<file path="src/rtl/i2c_divsrch_pkg.sv">
package i2c_divsrch_pkg;

  typedef enum logic [1:0] {
    ST_OK    = 2'd0,
    ST_RANGE = 2'd1,
    ST_UNSUP = 2'd2
  } srch_status_e;

  localparam int SMP_MAX      = 8;
  localparam int STEP_FS      = 64;
  localparam int STEP_HS      = 8;
  localparam logic [15:0] HS_TIMING_FIX = 16'h1303;
  localparam logic [1:0]  HS_LOW_BITS   = 2'b11;

  // standard word: sample-1 at [10:8], step-1 at [5:0]
  function automatic logic [15:0] pack_std(input logic [3:0] smp, input logic [6:0] stp);
    logic [2:0] sm;
    logic [5:0] st;
    sm = 3'(smp - 4'd1);
    st = 6'(stp - 7'd1);
    return {5'b0, sm, 2'b0, st};
  endfunction

  // high-speed word: sample-1 at [14:12], step-1 at [10:8], 0x3 low
  function automatic logic [15:0] pack_hs(input logic [3:0] smp, input logic [6:0] stp);
    logic [2:0] sm;
    logic [2:0] st;
    sm = 3'(smp - 4'd1);
    st = 3'(stp - 7'd1);
    return {1'b0, sm, 1'b0, st, 6'b0, HS_LOW_BITS};
  endfunction

  function automatic int mode_limit(input logic hs);
    return hs ? STEP_HS : STEP_FS;
  endfunction

endpackage

</file>
<file path="src/rtl/i2c_divsrch_udiv.sv">
module i2c_divsrch_udiv #(
  parameter int W = 20
) (
  input  logic         clk,
  input  logic         rst_n,
  input  logic         go,
  input  logic [W-1:0] dividend,
  input  logic [W-1:0] divisor,
  output logic         done,
  output logic [W-1:0] quotient
);
  localparam int CW = $clog2(W + 1);

  logic [W-1:0]  rem_q, quo_q, dvs_q, dvd_q;
  logic [CW-1:0] cnt_q;
  logic          run_q, done_q;

  logic [W:0]    rem_sh, rem_nx;
  logic          fits;

  always_comb begin
    rem_sh = {rem_q, quo_q[W-1]};
    fits   = rem_sh >= {1'b0, dvs_q};
    rem_nx = fits ? (rem_sh - {1'b0, dvs_q}) : rem_sh;
  end

  always_ff @(posedge clk or negedge rst_n) begin
    if (!rst_n) begin
      rem_q  <= '0;
      quo_q  <= '0;
      dvs_q  <= '0;
      dvd_q  <= '0;
      cnt_q  <= '0;
      run_q  <= 1'b0;
      done_q <= 1'b0;
    end else begin
      done_q <= 1'b0;
      if (go) begin
        rem_q <= '0;
        quo_q <= dividend;
        dvs_q <= divisor;
        dvd_q <= dividend;
        cnt_q <= CW'(W);
        run_q <= 1'b1;
      end else if (run_q) begin
        rem_q <= rem_nx[W-1:0];
        quo_q <= {quo_q[W-2:0], fits};
        cnt_q <= cnt_q - CW'(1);
        if (cnt_q == CW'(1)) begin
          run_q  <= 1'b0;
          done_q <= 1'b1;
        end
      end
    end
  end

  assign done     = done_q;
  assign quotient = quo_q;

  // every quotient the search consumes is the true floor quotient
  assert_quot_exact_R3: assert property (@(posedge clk) disable iff (!rst_n)
    done |-> ((2*W)'(quotient) * (2*W)'(dvs_q) <= (2*W)'(dvd_q)) &&
             (((2*W)'(quotient) + 1) * (2*W)'(dvs_q) > (2*W)'(dvd_q)));

  // the search never launches a division by zero
  assert_divisor_nonzero_R3: assert property (@(posedge clk) disable iff (!rst_n)
    go |-> divisor != '0);

endmodule

</file>
<file path="src/rtl/i2c_divsrch_core.sv">
module i2c_divsrch_core
  import i2c_divsrch_pkg::*;
#(
  parameter int W          = 20,
  parameter int TGT_W      = 12,
  parameter int FS_MAX_KHZ = 400,
  parameter int HS_MAX_KHZ = 3400
) (
  input  logic             clk,
  input  logic             rst_n,
  input  logic             start,
  input  logic [W-1:0]     src_khz,
  input  logic [TGT_W-1:0] tgt_khz,
  output logic             div_go,
  output logic [W-1:0]     div_dvd,
  output logic [W-1:0]     div_dvs,
  input  logic             div_done,
  input  logic [W-1:0]     div_quo,
  output logic             done,
  output logic [1:0]       status,
  output logic             hs_mode,
  output logic [15:0]      timing_word,
  output logic [15:0]      hs_word
);
  localparam int PW = W + 4;

  typedef enum logic [1:0] {S_IDLE, S_MIN, S_STEP, S_VER} srch_state_e;

  srch_state_e  state_q;
  logic [W-1:0] src_q, min_q;
  logic [TGT_W-1:0] tgt_q;
  logic         hs_q;
  logic [6:0]   lim_q;
  logic [3:0]   s_q, best_s_q;
  logic [6:0]   best_st_q;
  logic [PW-1:0] best_prod_q;
  logic         go_q;
  logic [W-1:0] dvd_q, dvs_q;

  logic         done_q, hs_out_q;
  srch_status_e status_q;
  logic [15:0]  tw_q, hw_q;

  // named events for the search step
  logic          req_bad, req_hs;
  logic [PW-1:0] prod_c;
  logic          cand_fits, cand_better, cand_exact, sweep_last;
  logic [3:0]    nb_s;
  logic [6:0]    nb_st;
  logic [W-1:0]  ver_dvs;
  logic          rate_too_high;

  always_comb begin
    req_bad     = (tgt_khz == '0) || (int'(tgt_khz) > HS_MAX_KHZ);
    req_hs      = int'(tgt_khz) > FS_MAX_KHZ;
    prod_c      = PW'(s_q) * {4'b0, div_quo};
    cand_fits   = div_quo <= W'(lim_q);
    cand_better = cand_fits && (prod_c < best_prod_q);
    cand_exact  = cand_better && (prod_c == {4'b0, min_q});
    sweep_last  = cand_exact || (s_q == 4'(SMP_MAX));
    nb_s        = cand_better ? s_q : best_s_q;
    nb_st       = cand_better ? div_quo[6:0] : best_st_q;
    ver_dvs     = W'(2 * int'(nb_s) * int'(nb_st));
    rate_too_high = div_quo > W'(tgt_q);
  end

  always_ff @(posedge clk or negedge rst_n) begin
    if (!rst_n) begin
      state_q     <= S_IDLE;
      src_q       <= '0;
      tgt_q       <= '0;
      min_q       <= '0;
      hs_q        <= 1'b0;
      lim_q       <= '0;
      s_q         <= 4'd1;
      best_s_q    <= 4'd1;
      best_st_q   <= 7'd1;
      best_prod_q <= '0;
      go_q        <= 1'b0;
      dvd_q       <= '0;
      dvs_q       <= '0;
      done_q      <= 1'b0;
      hs_out_q    <= 1'b0;
      status_q    <= ST_OK;
      tw_q        <= '0;
      hw_q        <= '0;
    end else begin
      go_q   <= 1'b0;
      done_q <= 1'b0;
      case (state_q)
        S_IDLE: begin
          if (start) begin
            src_q <= src_khz;
            tgt_q <= tgt_khz;
            if (req_bad) begin
              done_q   <= 1'b1;
              status_q <= ST_RANGE;
              hs_out_q <= 1'b0;
              tw_q     <= '0;
              hw_q     <= '0;
            end else begin
              hs_q        <= req_hs;
              lim_q       <= 7'(mode_limit(req_hs));
              best_s_q    <= 4'(SMP_MAX);
              best_st_q   <= 7'(mode_limit(req_hs));
              best_prod_q <= PW'(SMP_MAX * mode_limit(req_hs));
              s_q         <= 4'd1;
              dvd_q       <= (src_khz >> 1) + W'(tgt_khz) - W'(1);
              dvs_q       <= W'(tgt_khz);
              go_q        <= 1'b1;
              state_q     <= S_MIN;
            end
          end
        end
        S_MIN: begin
          if (div_done) begin
            min_q   <= div_quo;
            dvd_q   <= div_quo;
            dvs_q   <= W'(1);
            go_q    <= 1'b1;
            state_q <= S_STEP;
          end
        end
        S_STEP: begin
          if (div_done) begin
            if (cand_better) begin
              best_s_q    <= s_q;
              best_st_q   <= div_quo[6:0];
              best_prod_q <= prod_c;
            end
            go_q <= 1'b1;
            if (sweep_last) begin
              dvd_q   <= src_q;
              dvs_q   <= ver_dvs;
              state_q <= S_VER;
            end else begin
              s_q   <= s_q + 4'd1;
              dvd_q <= min_q + W'(s_q);
              dvs_q <= W'(s_q) + W'(1);
            end
          end
        end
        S_VER: begin
          if (div_done) begin
            done_q  <= 1'b1;
            state_q <= S_IDLE;
            if (rate_too_high) begin
              status_q <= ST_UNSUP;
              hs_out_q <= 1'b0;
              tw_q     <= '0;
              hw_q     <= '0;
            end else begin
              status_q <= ST_OK;
              hs_out_q <= hs_q;
              tw_q     <= hs_q ? HS_TIMING_FIX : pack_std(best_s_q, best_st_q);
              hw_q     <= hs_q ? pack_hs(best_s_q, best_st_q) : 16'h0;
            end
          end
        end
        default: state_q <= S_IDLE;
      endcase
    end
  end

  assign div_go      = go_q;
  assign div_dvd     = dvd_q;
  assign div_dvs     = dvs_q;
  assign done        = done_q;
  assign status      = status_q;
  assign hs_mode     = hs_out_q;
  assign timing_word = tw_q;
  assign hs_word     = hw_q;

  assert_range_reject_R1: assert property (@(posedge clk) disable iff (!rst_n)
    (state_q == S_IDLE && start && req_bad) |=> (done && status == 2'd1));

  assert_sample_span_R3: assert property (@(posedge clk) disable iff (!rst_n)
    (state_q == S_STEP) |-> (s_q >= 4'd1 && s_q <= 4'(SMP_MAX)));

  assert_best_shrinks_R4: assert property (@(posedge clk) disable iff (!rst_n)
    (state_q != S_IDLE && $past(state_q) != S_IDLE) |-> best_prod_q <= $past(best_prod_q));

  assert_done_pulse_R9: assert property (@(posedge clk) disable iff (!rst_n)
    done |=> !done);

  assert_result_held_R9: assert property (@(posedge clk) disable iff (!rst_n)
    !done |-> ($stable(timing_word) && $stable(hs_word) && $stable(status) && $stable(hs_mode)));

  assert_busy_ignores_R10: assert property (@(posedge clk) disable iff (!rst_n)
    (state_q != S_IDLE && start) |=> !done || $past(state_q) == S_VER);

endmodule

</file>
<file path="src/rtl/i2c_divsrch.sv">
module i2c_divsrch #(
  parameter int SRC_W      = 20,
  parameter int TGT_W      = 12,
  parameter int FS_MAX_KHZ = 400,
  parameter int HS_MAX_KHZ = 3400
) (
  input  logic             clk,
  input  logic             rst_n,
  input  logic             start,
  input  logic [SRC_W-1:0] src_khz,
  input  logic [TGT_W-1:0] tgt_khz,
  output logic             done,
  output logic [1:0]       status,
  output logic             hs_mode,
  output logic [15:0]      timing_word,
  output logic [15:0]      hs_word
);
  logic             div_go, div_done;
  logic [SRC_W-1:0] div_dvd, div_dvs, div_quo;

  i2c_divsrch_core #(
    .W(SRC_W), .TGT_W(TGT_W), .FS_MAX_KHZ(FS_MAX_KHZ), .HS_MAX_KHZ(HS_MAX_KHZ)
  ) u_core (
    .clk(clk), .rst_n(rst_n), .start(start), .src_khz(src_khz), .tgt_khz(tgt_khz),
    .div_go(div_go), .div_dvd(div_dvd), .div_dvs(div_dvs),
    .div_done(div_done), .div_quo(div_quo),
    .done(done), .status(status), .hs_mode(hs_mode),
    .timing_word(timing_word), .hs_word(hs_word)
  );

  i2c_divsrch_udiv #(.W(SRC_W)) u_div (
    .clk(clk), .rst_n(rst_n), .go(div_go), .dividend(div_dvd), .divisor(div_dvs),
    .done(div_done), .quotient(div_quo)
  );

endmodule

</file>
<file path="config.mk">
export PLATFORM = sky130hd
export DESIGN_NAME = i2c_divsrch
export DESIGN_NICKNAME = d
export VERILOG_FILES = /design/src/rtl/i2c_divsrch_pkg.sv /design/src/rtl/i2c_divsrch_udiv.sv /design/src/rtl/i2c_divsrch_core.sv /design/src/rtl/i2c_divsrch.sv
export SDC_FILE = /design/constraint.sdc
export NUM_CORES = 1
export LEC_CHECK = 0
export BUFFER_PORTS_ARGS = -buffer_cell sky130_fd_sc_hd__buf_4
export CORE_MARGIN = 5
export CORE_UTILIZATION = 50
export CTS_BUF_LIST = sky130_fd_sc_hd__clkbuf_8
export CTS_CLUSTER_DIAMETER = 80
export CTS_CLUSTER_SIZE = 25
export DETAILED_ROUTE_END_ITERATION = 16
export PLACE_DENSITY_LB_ADDON = 0.15
export SLEW_MARGIN = 20
export SYNTH_ARGS = -nofsm -noshare
export SYNTH_HDL_FRONTEND = slang
export SYNTH_SLANG_ARGS = --single-unit
</file>
<file path="constraint.sdc">
create_clock -name clk -period 11.45 [get_ports clk]
set_input_delay 1.145 -clock clk [delete_from_list [all_inputs] [get_ports clk]]
set_output_delay 1.145 -clock clk [all_outputs]
set_load 0.02 [all_outputs]
</file>
## Word-level counts from Yosys, hierarchy flattened

Cells that the tools add are included.

- $add $sub $neg: 9
- $mul: 2
- Order comparisons: 6
- Equal/unequal tests: 15
- Multiplexer cells: 80
- Bitwise operators: 1
- Reductions and logical operators: 20

Operators by type and width:

| operator | count |
|---|---|
| 2-to-1 mux 20 bit | 15 |
| one-hot mux 20 bit (3 select lines) | 2 |
| 2-to-1 mux 16 bit | 6 |
| 2-to-1 mux 24 bit | 4 |
| one-hot mux 16 bit (2 select lines) | 2 |
| one-hot mux 24 bit (2 select lines) | 1 |
| 2-to-1 mux 7 bit | 5 |
| 2-to-1 mux 4 bit | 8 |
| equality test 24 x 20 -> 1 bit | 1 |
| less-than comparator 24 bit | 1 |
| multiplier 4 x 20 -> 24 bit | 1 |
| >= comparator 21 x 20 -> 1 bit | 1 |
| adder 19 x 12 -> 20 bit | 1 |
| adder 20 x 4 -> 20 bit | 1 |
| greater-than comparator 20 x 12 -> 1 bit | 1 |
| <= comparator 20 x 7 -> 1 bit | 1 |
| 2-to-1 mux 2 bit | 10 |
| subtractor 20 x 1 -> 20 bit, second input constant | 1 |
| subtractor 20 bit | 1 |
| one-hot mux 4 bit (2 select lines) | 2 |
| 2-to-1 mux 1 bit | 15 |
| 2-to-1 mux 15 bit | 1 |
| AND reduction 5 bit | 3 |
| one-hot mux 7 bit (2 select lines) | 1 |
| 31 further kinds | 48 |

- Register bits after elaboration: 245
- Bits of input ports: 35
- Output and inout bits: 36
- Logic and storage cells: 157

## Logic depth before layout (Yosys ltp)

Gate-level depths: netlist of the first run.

- Depth after elaboration: 8
- Mapped depth: 40
- Mapped depth without buffers: 36

## Hierarchy

Synthesis of the first run repeated with hierarchy kept, for this count alone.

- Cells, all modules: 2,070
- Area total of the unflattened synthesis: 17,733.3 sq um

Modules (own cells, without submodules):

| module | instances | cells an instance | area an instance (sq um) | sequential area each (sq um) |
|---|---|---|---|---|
| i2c_divsrch_core | 1 | 1,603 | 13,581.8 | 3,682.3 |
| i2c_divsrch_udiv | 1 | 467 | 4,151.5 | 1,676.6 |

## Least setup slack after synthesis of the first run

No wires, ideal clock.

- Path type: flip-flop to flip-flop
- Start point: register u_core.s_q[2]
- End point: register u_core.dvs_q[11] (netlist: u_core.div_dvs[11])
- Arrival time: 8,751 ps
- Required time: 11,367 ps
- Path slack: 2,616 ps
- Cell stages (with the launch flop): 39
- Buffers on the path: 5
- Path through: dfrtp_1 -> clkbuf_1 -> clkbuf_1 -> and2_1 -> fa_1 -> inv_1 -> fa_1 -> inv_1 -> ha_1 -> clkbuf_1 -> a211oi_2 -> o21bai_1 -> a2111oi_0 -> a211oi_1 -> a31oi_1 -> o311ai_1 -> ha_1 -> or4_1 -> (+3 left out) -> clkbuf_1 -> clkbuf_1 -> a21oi_1 -> or2_2 -> fa_1 -> inv_1 -> fa_1 -> inv_1 -> fa_1 -> nor2b_1 -> o21ai_0 -> nand2b_1 -> a21oi_1 -> o21bai_1 -> a21o_1 -> a21oi_1 -> xor2_1 -> o21ai_0

- Longest elaborated chain between the ends: 8
- Elaborated cells between the ends (all ways): 13
- Classes of those cells: 2 x mul; 1 x order compare; 2 x eq/ne; 5 x mux; 3 x reduce/logical

Ends and longest elaborated chain:

| element | RTL line | text |
|---|---|---|
| from (decl) | i2c_divsrch_core.sv:34 | `logic [3:0] s_q, best_s_q;` |
| from (signal assigned) | i2c_divsrch_core.sv:137 | `s_q <= s_q + 4'd1;` |
| multiplier 4 x 20 -> 24 bit | i2c_divsrch_core.sv:56 | `prod_c = PW'(s_q) * {4'b0, div_quo};` |
| less-than comparator 24 bit | i2c_divsrch_core.sv:58 | `cand_better = cand_fits && (prod_c < best_prod_q);` |
| logical AND 1 bit | i2c_divsrch_core.sv:58 |  |
| 2-to-1 mux 4 bit, or another cell as far along | -- |  |
| multiplier 4 x 7 -> 11 bit / logical OR 1 bit (equally long branches) | i2c_divsrch_core.sv:63, i2c_divsrch_core.sv:60 |  |
| 2-to-1 mux 20 bit (*) | i2c_divsrch_core.sv:132 | `if (sweep_last) begin` |
| 2-to-1 mux 20 bit (*) | i2c_divsrch_core.sv:125 | `if (div_done) begin` |
| one-hot mux 20 bit (3 select lines) (*) | i2c_divsrch_core.sv:90 | `case (state_q)` |
| to (signal assigned) | i2c_divsrch_core.sv:109 | `dvs_q <= W'(tgt_khz);` |
| to (signal assigned) | i2c_divsrch_core.sv:134 | `dvs_q <= ver_dvs;` |
| to (signal assigned) | i2c_divsrch_core.sv:139 | `dvs_q <= W'(s_q) + W'(1);` |
| to (decl) | i2c_divsrch_core.sv:38 | `logic [W-1:0] dvd_q, dvs_q;` |

Mark *: on every way between the ends. The rest lies on a longest branch, timed or not. The select of a mux whose other input is x is not followed.
A chain may end at the register's enable or synchronous reset.

## Worst setup path in the final report of the first run

Same ends and word-level chain as after synthesis.

==> results.json, run 1 <==
{
  "drive_above_1_share_pct": 7.91,
  "synth_area_per_cell_sq_um": 8.46,
  "min_period_ns": 9.89,
  "ys_seq_area_share_pct": 30.9,
  "place_congestion": 0.963,
  "outcome": "complete, no violations",
  "hold_path.class": "register to register",
  "worst-r2r-cell-count": 34,
  "critPathRequiredTime_ns": 11.91,
  "insertion_delay_ns": 0.57,
  "power.share.clock_pct": 35.9,
  "fin_util_pct": 53.1,
  "hold_ws_ns": 0.490,
  "swShare_pct": 27.4,
  "fin_skew_ns": 0.0507,
  "start_util_pct": 50.2,
  "rsz0062_at_grt": "false",
  "fin_nets": 2170,
  "dpl.hpwl_um": 33300,
  "max_cap_violations": 0,
  "initialDrtViolationCount": 913,
  "yosysWarnings": 0,
  "arrival_ns": 10.35,
  "antenna_found_initial": 0,
  "numCtsBuffers": 16,
  "cts_root_buf": "clkbuf_8",
  "cts_tree": "built",
  "worstPathMaxFanout": 30,
  "final_cell_mix": "239 x inv_1, 201 x dfrtp_1, 194 x nand2_1, 154 x o21ai_0, 136 x ha_1",
  "ys_types": 87,
  "max_stage_delay_ns": 0.75,
  "netlist_area_sq_um": 16700,
  "p_per_area_nw_per_um2": 73.9,
  "combPwrFrac_pct": 8.4,
  "min-delay-start": "u_core.best_prod_q[6]",
  "max-slew-margin-rel_pct": 33.6,
  "r2r_end": "u_core.div_dvs[11]",
  "p_leak_nw": 8.41,
  "hold_viol": 0,
  "synth_ff_type": "dfrtp_1",
  "grt_pass1_vias": 13400,
  "num_antenna_cells": 0,
  "cts.sinks": 206,
  "internal_power_uw": 947,
  "finalSetupViolations": 0,
  "final_common_cell": "inv_1",
  "seq_power_share_pct": 55.7,
  "fin_crit_sh_pct": 86.4,
  "rrSetupSlack_ns": 1.56,
  "ctsLongestPathBuffers": 3,
  "finalWirelength_um": 44600,
  "power_switching_uw": 358,
  "ys_seq_elements": 206,
  "die_area_sq_um": 37200,
  "die_x_um": 193,
  "cts_hold_buf": 0,
  "max_freq_mhz": 101,
  "hold_path_end": "u_core.best_prod_q[6]",
  "core_area_sq_um": 33300,
  "grt_pass1_wl_um": 73400,
  "areaGrowthSynthToFinish_pct": 5.81,
  "h-tree-depth": 1,
  "fin_cells": 2408,
  "drc": 0,
  "setup-tns-final_ns": 0,
  "firstDrtPassIters": 5,
  "antenna_left": 0,
  "synth_top_area_share_pct": 30.4,
  "placementRows": 67,
  "dp.cells": 2380,
  "async_flop_share_pct": 100,
  "post_cts_resized": 0,
  "fillers": 3131,
  "hold_depth": 2,
  "routed-via-count": 13800,
  "fin_area_sq_um": 17700,
  "tightest_slew_ns": 0.992,
  "overflow": 0,
  "worstSetupPathType": "register to register",
  "cp-end-kind": "register",
  "syn_inst": 1974,
  "clk_pin_slew_ns": 0.14,
  "peakVddDrop_v": 0.0000594,
  "slowest_stage": "dfrtp_1",
  "pin_count": 71,
  "placed_cell_area_sq_um": 17300,
  "cts_setup_buffers": 0,
  "drt-wirelength-per-cell_um": 18.5,
  "port_buffers": 56,
  "drv_slew": 0,
  "synth_edf_count": 0,
  "vias_per_cell": 5.73,
  "grt_max_degree": 91,
  "yosysTopAreaCell": "dfrtp_1",
  "synth_area_leaders": "dfrtp_1 30%, ha_1 10%, fa_1 5.9%",
  "grtUsageTotal_pct": 24.4,
  "die_y_um": 193,
  "critPathLaunchType": "register",
  "r2r-start": "u_core.s_q[2]"
}
==> kinds of logic after synthesis <==
group | count (synthesis) | synth area share, %
adders and majority gates | 185 | 16.1
other | 1 | 0.0225
AOI/OAI and AO/OA | 461 | 17.8
buffers and inverters | 364 | 8.71
xor gates and xnor gates | 93 | 5.21
and+or+nand+nor | 603 | 17.5
DFF | 206 | 30.9
muxes | 61 | 3.88
==> cell type report <==
cell class / instances / area, sq um / area share, %
repair buffers: 70 / 533 / 3.02
clock inverters: 11 / 125 / 0.708
clock buffers: 17 / 234 / 1.32
flip-flops and latches: 206 / 5160 / 29.2
inverters: 239 / 897 / 5.08
multi-input cells: 1417 / 10200 / 57.5
well taps: 448 / 561 / 3.17
==> worst max path at each step <==
stage                  startpoint            endpoint  slack (ns)  cells after the start
floorplan           u_core.s_q[2]  u_core.div_dvs[11]        2.62                     38
global placement    u_core.s_q[2]  u_core.div_dvs[11]        1.88                     34
detailed placement  u_core.s_q[2]  u_core.div_dvs[11]        1.75                     35
CTS                 u_core.s_q[2]  u_core.div_dvs[11]        1.69                     35
global route        u_core.s_q[2]  u_core.div_dvs[11]        0.88                     34
finish              u_core.s_q[2]  u_core.div_dvs[11]        1.56                     34
==> power groups by stage <==
stage,combinational [mW],sequential [mW],clock [mW]
floorplan,0.0698,0.742,0
global placement,0.108,0.741,0
detailed placement,0.111,0.741,0
CTS,0.111,0.727,0.485
global route,0.125,0.728,0.508
finish,0.110,0.727,0.468
==> registers in the layout (all words and copies together) (netlist names) <==
register	flops
u_div.quotient	20
u_core.status	2
u_core.best_prod_q	24
u_core.best_s_q	4
u_core.min_q	20
u_core.timing_word	9
u_core.done	1
u_div.dvs_q	12
u_core.div_dvs	12
u_core.lim_q	2
u_core.tgt_q	12
u_core.hs_word	7
u_core.div_dvd	20
u_div.done	1
u_core.s_q	4
u_div.rem_q	20
u_div.cnt_q	5
u_core.src_q	20
u_div.run_q	1
u_core.div_go	1
u_core.best_st_q	7
u_core.state_q	2
==> Yosys cell counts (all sizes together) (9+ instances only) <==
master / n
or2: 15
a21oi: 94
and3: 14
nand2: 195
a22o: 18
a21boi: 9
a21o: 16
inv: 238
mux2i: 31
nand3: 53
nor2b: 17
o22ai: 12
o21ai: 158
and2: 63
dfrtp: 203
nor2: 126
nor4: 9
xor2: 32
xnor2: 57
fa: 49
buf: 27
clkbuf: 98
o21a: 15
nand2b: 17
a221oi: 16
a31oi: 19
ha: 136
nor3: 44
mux2: 30
a211oi: 25
nand4: 17
==> per-stage QoR <==
step	setup WS, ns	power (mW)
5_1_grt	0.879	1.36
2_1_floorplan	2.62	0.811
3_5_place_dp	1.75	0.852
3_3_place_gp	1.88	0.849
6_report	1.56	1.31
4_1_cts	1.69	1.32
==> metal layers <==
metal | track usage [%] | vias up | share of wire [%]
li1 | - | 6667 | -
met1 | 36.9 | 6739 | 49
met2 | 37.5 | 363 | 44
met3 | 3.11 | 37 | 5.6
met4 | 4.94 | 0 | 1.6
met5 | 0 | - | 0
==> worst max-delay path, delay by kind of cell, from the launching register on <==
family | cells | cell delay (ns)
flops | 1 | 0.75
fa+ha+maj | 7 | 3.12
simple gates | 6 | 1.35
buf+inv | 5 | 0.53
mux | 1 | 0.61
xor+xnor | 1 | 0.15
compound gates | 14 | 3.25
(Power assumes the default switching activity.)
==> run 2: changes to the inputs <==
--- a/config.mk
+++ b/config.mk
@@ -7,7 +7,7 @@
 export LEC_CHECK = 0
 export BUFFER_PORTS_ARGS = -buffer_cell sky130_fd_sc_hd__buf_4
 export CORE_MARGIN = 5
-export CORE_UTILIZATION = 50
+export CORE_UTILIZATION = 46
 export CTS_BUF_LIST = sky130_fd_sc_hd__clkbuf_8
 export CTS_CLUSTER_DIAMETER = 80
 export CTS_CLUSTER_SIZE = 25
==> run 2 against run 1 <==
Sequential share of layout area shrank 0.16 points. Wire length grew 1.7%. Core utilization shrank 3.4 points. Sequential power is essentially flat. Worst setup slack gained 0.087 ns. Clock-buffer cell count grew 1. Design area grew 0.54%. Cell count grew 0.62%. Critical path depth is the same. First-iteration DRC count grew 15%. Combinational power is essentially flat.
==> results.json, run 2 (synthesis results as in run 1) <==
{
  "outcome": "complete, no violations",
  "arrival_ns": 10.29,
  "min_period_ns": 9.81,
  "critPathRequiredTime_ns": 11.94,
  "final_common_cell": "inv_1",
  "grt_pass1_wl_um": 73400,
  "regMostFlops": "u_core.best_prod_q",
  "die_area_sq_um": 40200,
  "worstPathMaxFanout": 28,
  "grt_max_degree": 91,
  "dp.cells": 2391,
  "grt_pass1_vias": 13000,
  "max-slew-margin-rel_pct": 31.9,
  "fin_cells": 2423,
  "pin_count": 71,
  "clk_pin_slew_ns": 0.15,
  "drive_above_1_share_pct": 8.10,
  "routed-via-count": 13800,
  "overflow": 0,
  "vias_per_cell": 5.69,
  "finalWirelength_um": 45400,
  "cp-end-kind": "register",
  "areaGrowthSynthToFinish_pct": 6.38,
  "p_leak_nw": 8.44,
  "fin_nets": 2170,
  "cts.sinks": 206,
  "antenna_found_initial": 0,
  "final_cell_mix": "238 x inv_1, 201 x dfrtp_1, 194 x nand2_1, 154 x o21ai_0, 136 x ha_1",
  "setup_slack_ns": 1.64,
  "numCtsBuffers": 18,
  "start_util_pct": 46.7,
  "firstDrtPassIters": 5,
  "max_cap_violations": 0,
  "finalSetupViolations": 0,
  "max_freq_mhz": 102,
  "cts_root_buf": "clkbuf_8",
  "ctsLongestPathBuffers": 3,
  "critPathLaunchType": "register",
  "grtUsageTotal_pct": 22.0,
  "slowest_stage": "dfrtp_1",
  "die_x_um": 201,
  "cts_setup_buffers": 0,
  "h-tree-depth": 1,
  "cts_tree": "built",
  "largest_reg_flops": 24,
  "place_congestion": 0.952,
  "place_ws_ns": 1.87,
  "drt-wirelength-per-cell_um": 18.7,
  "num_antenna_cells": 0,
  "rsz0062_at_grt": "false",
  "fin_crit_sh_pct": 85.6,
  "post_cts_resized": 0,
  "peakVddDrop_v": 0.0000798,
  "max_stage_delay_ns": 0.77,
  "die_y_um": 201,
  "initialDrtViolationCount": 1050,
  "hold_path.class": "register to register",
  "antenna_left": 0,
  "setup-tns-final_ns": 0,
  "cts_hold_buf": 0,
  "drv_slew": 0,
  "tightest_slew_ns": 1.02,
  "core_area_sq_um": 35700,
  "placementRows": 69,
  "port_buffers": 56,
  "worstSetupPathType": "register to register",
  "insertion_delay_ns": 0.61,
  "hold_viol": 0,
  "dpl.hpwl_um": 34000,
  "fin_skew_ns": 0.0333,
  "drc": 0,
  "p_per_area_nw_per_um2": 77.3,
  "fillers": 3492
}
## run 2: changes by cell type in the layout (fill, tap and decap cells not counted), sizes merged
cell,previous run,this run
clkinv,3,5
buf,70,68
clkbuf,17,18
inv,245,248
clkinvlp,1,0
bufinv,1,0
## run 2: where the power goes
part           total [mW]  switching (mW)  internal, mW
Combinational       0.110          0.0685        0.0417
Clock               0.536           0.348         0.187
Sequential          0.727               0         0.727
Total                1.37           0.417         0.957
## run 2: final cells by class
| cell class | instances | area, sq um | share of cell area (%) |
|---|---|---|---|
| sequential | 206 | 5160 | 29.0 |
| inverter | 239 | 897 | 5.05 |
| timing repair buffer | 68 | 518 | 2.92 |
| tap | 461 | 577 | 3.25 |
| multi-input combinational | 1417 | 10200 | 57.2 |
| clock buffer | 18 | 248 | 1.39 |
| clock inverter | 14 | 204 | 1.15 |
## run 2: routing by layer
metal | GRT usage [%] | vias to the layer above | share of wire, %
met5 | 0 | - | 0
met4 | 4.70 | 0 | 1.8
met3 | 2.44 | 52 | 5.2
met2 | 33.4 | 368 | 43
met1 | 34.0 | 6692 | 50
li1 | - | 6664 | -
## run 2: path summary, 6_finish.rpt
kind / from / end / slack, ns / cells past startpoint
setup reg to reg: u_core.s_q[3] / u_core.div_dvs[11] / 1.64 / 34
max in group asynchronous: rst_n / u_core.div_go / 9.53 / 2
hold reg to reg: u_core.div_dvd[10] / u_div.quotient[10] / 0.49 / 2
hold / removal: u_core.div_dvd[10] / u_div.quotient[10] / 0.49 / 2
min in group asynchronous: rst_n / u_core.best_prod_q[14] / 0.52 / 1
setup / recovery: u_core.s_q[3] / u_core.div_dvs[11] / 1.64 / 34
## run 2: metrics by stage
| step | cell area (sq um) | power [mW] | hold slack (ns) | util, % |
|---|---|---|---|---|
| 5_1_grt | 17800 | 1.43 | 0.517 | 49.7 |
| 3_5_place_dp | 17300 | 0.853 | 0.467 | 48.5 |
| 6_report | 17800 | 1.37 | 0.485 | 49.7 |
| 3_3_place_gp | 17300 | 0.850 | 0.450 | 48.5 |
| 2_1_floorplan | 16800 | 0.811 | 0.438 | - |
| 4_1_cts | 17800 | 1.39 | 0.489 | 49.7 |
## run 2: worst max-delay path: cells and delay by family (launching register included)
family          cells  cell delay [ns]
fa+ha+maj           7             3.15
compound gates     14             3.02
simple gates        6             1.38
flops               1             0.77
mux                 1             0.61
buf+inv             5             0.54
xor+xnor            1             0.16
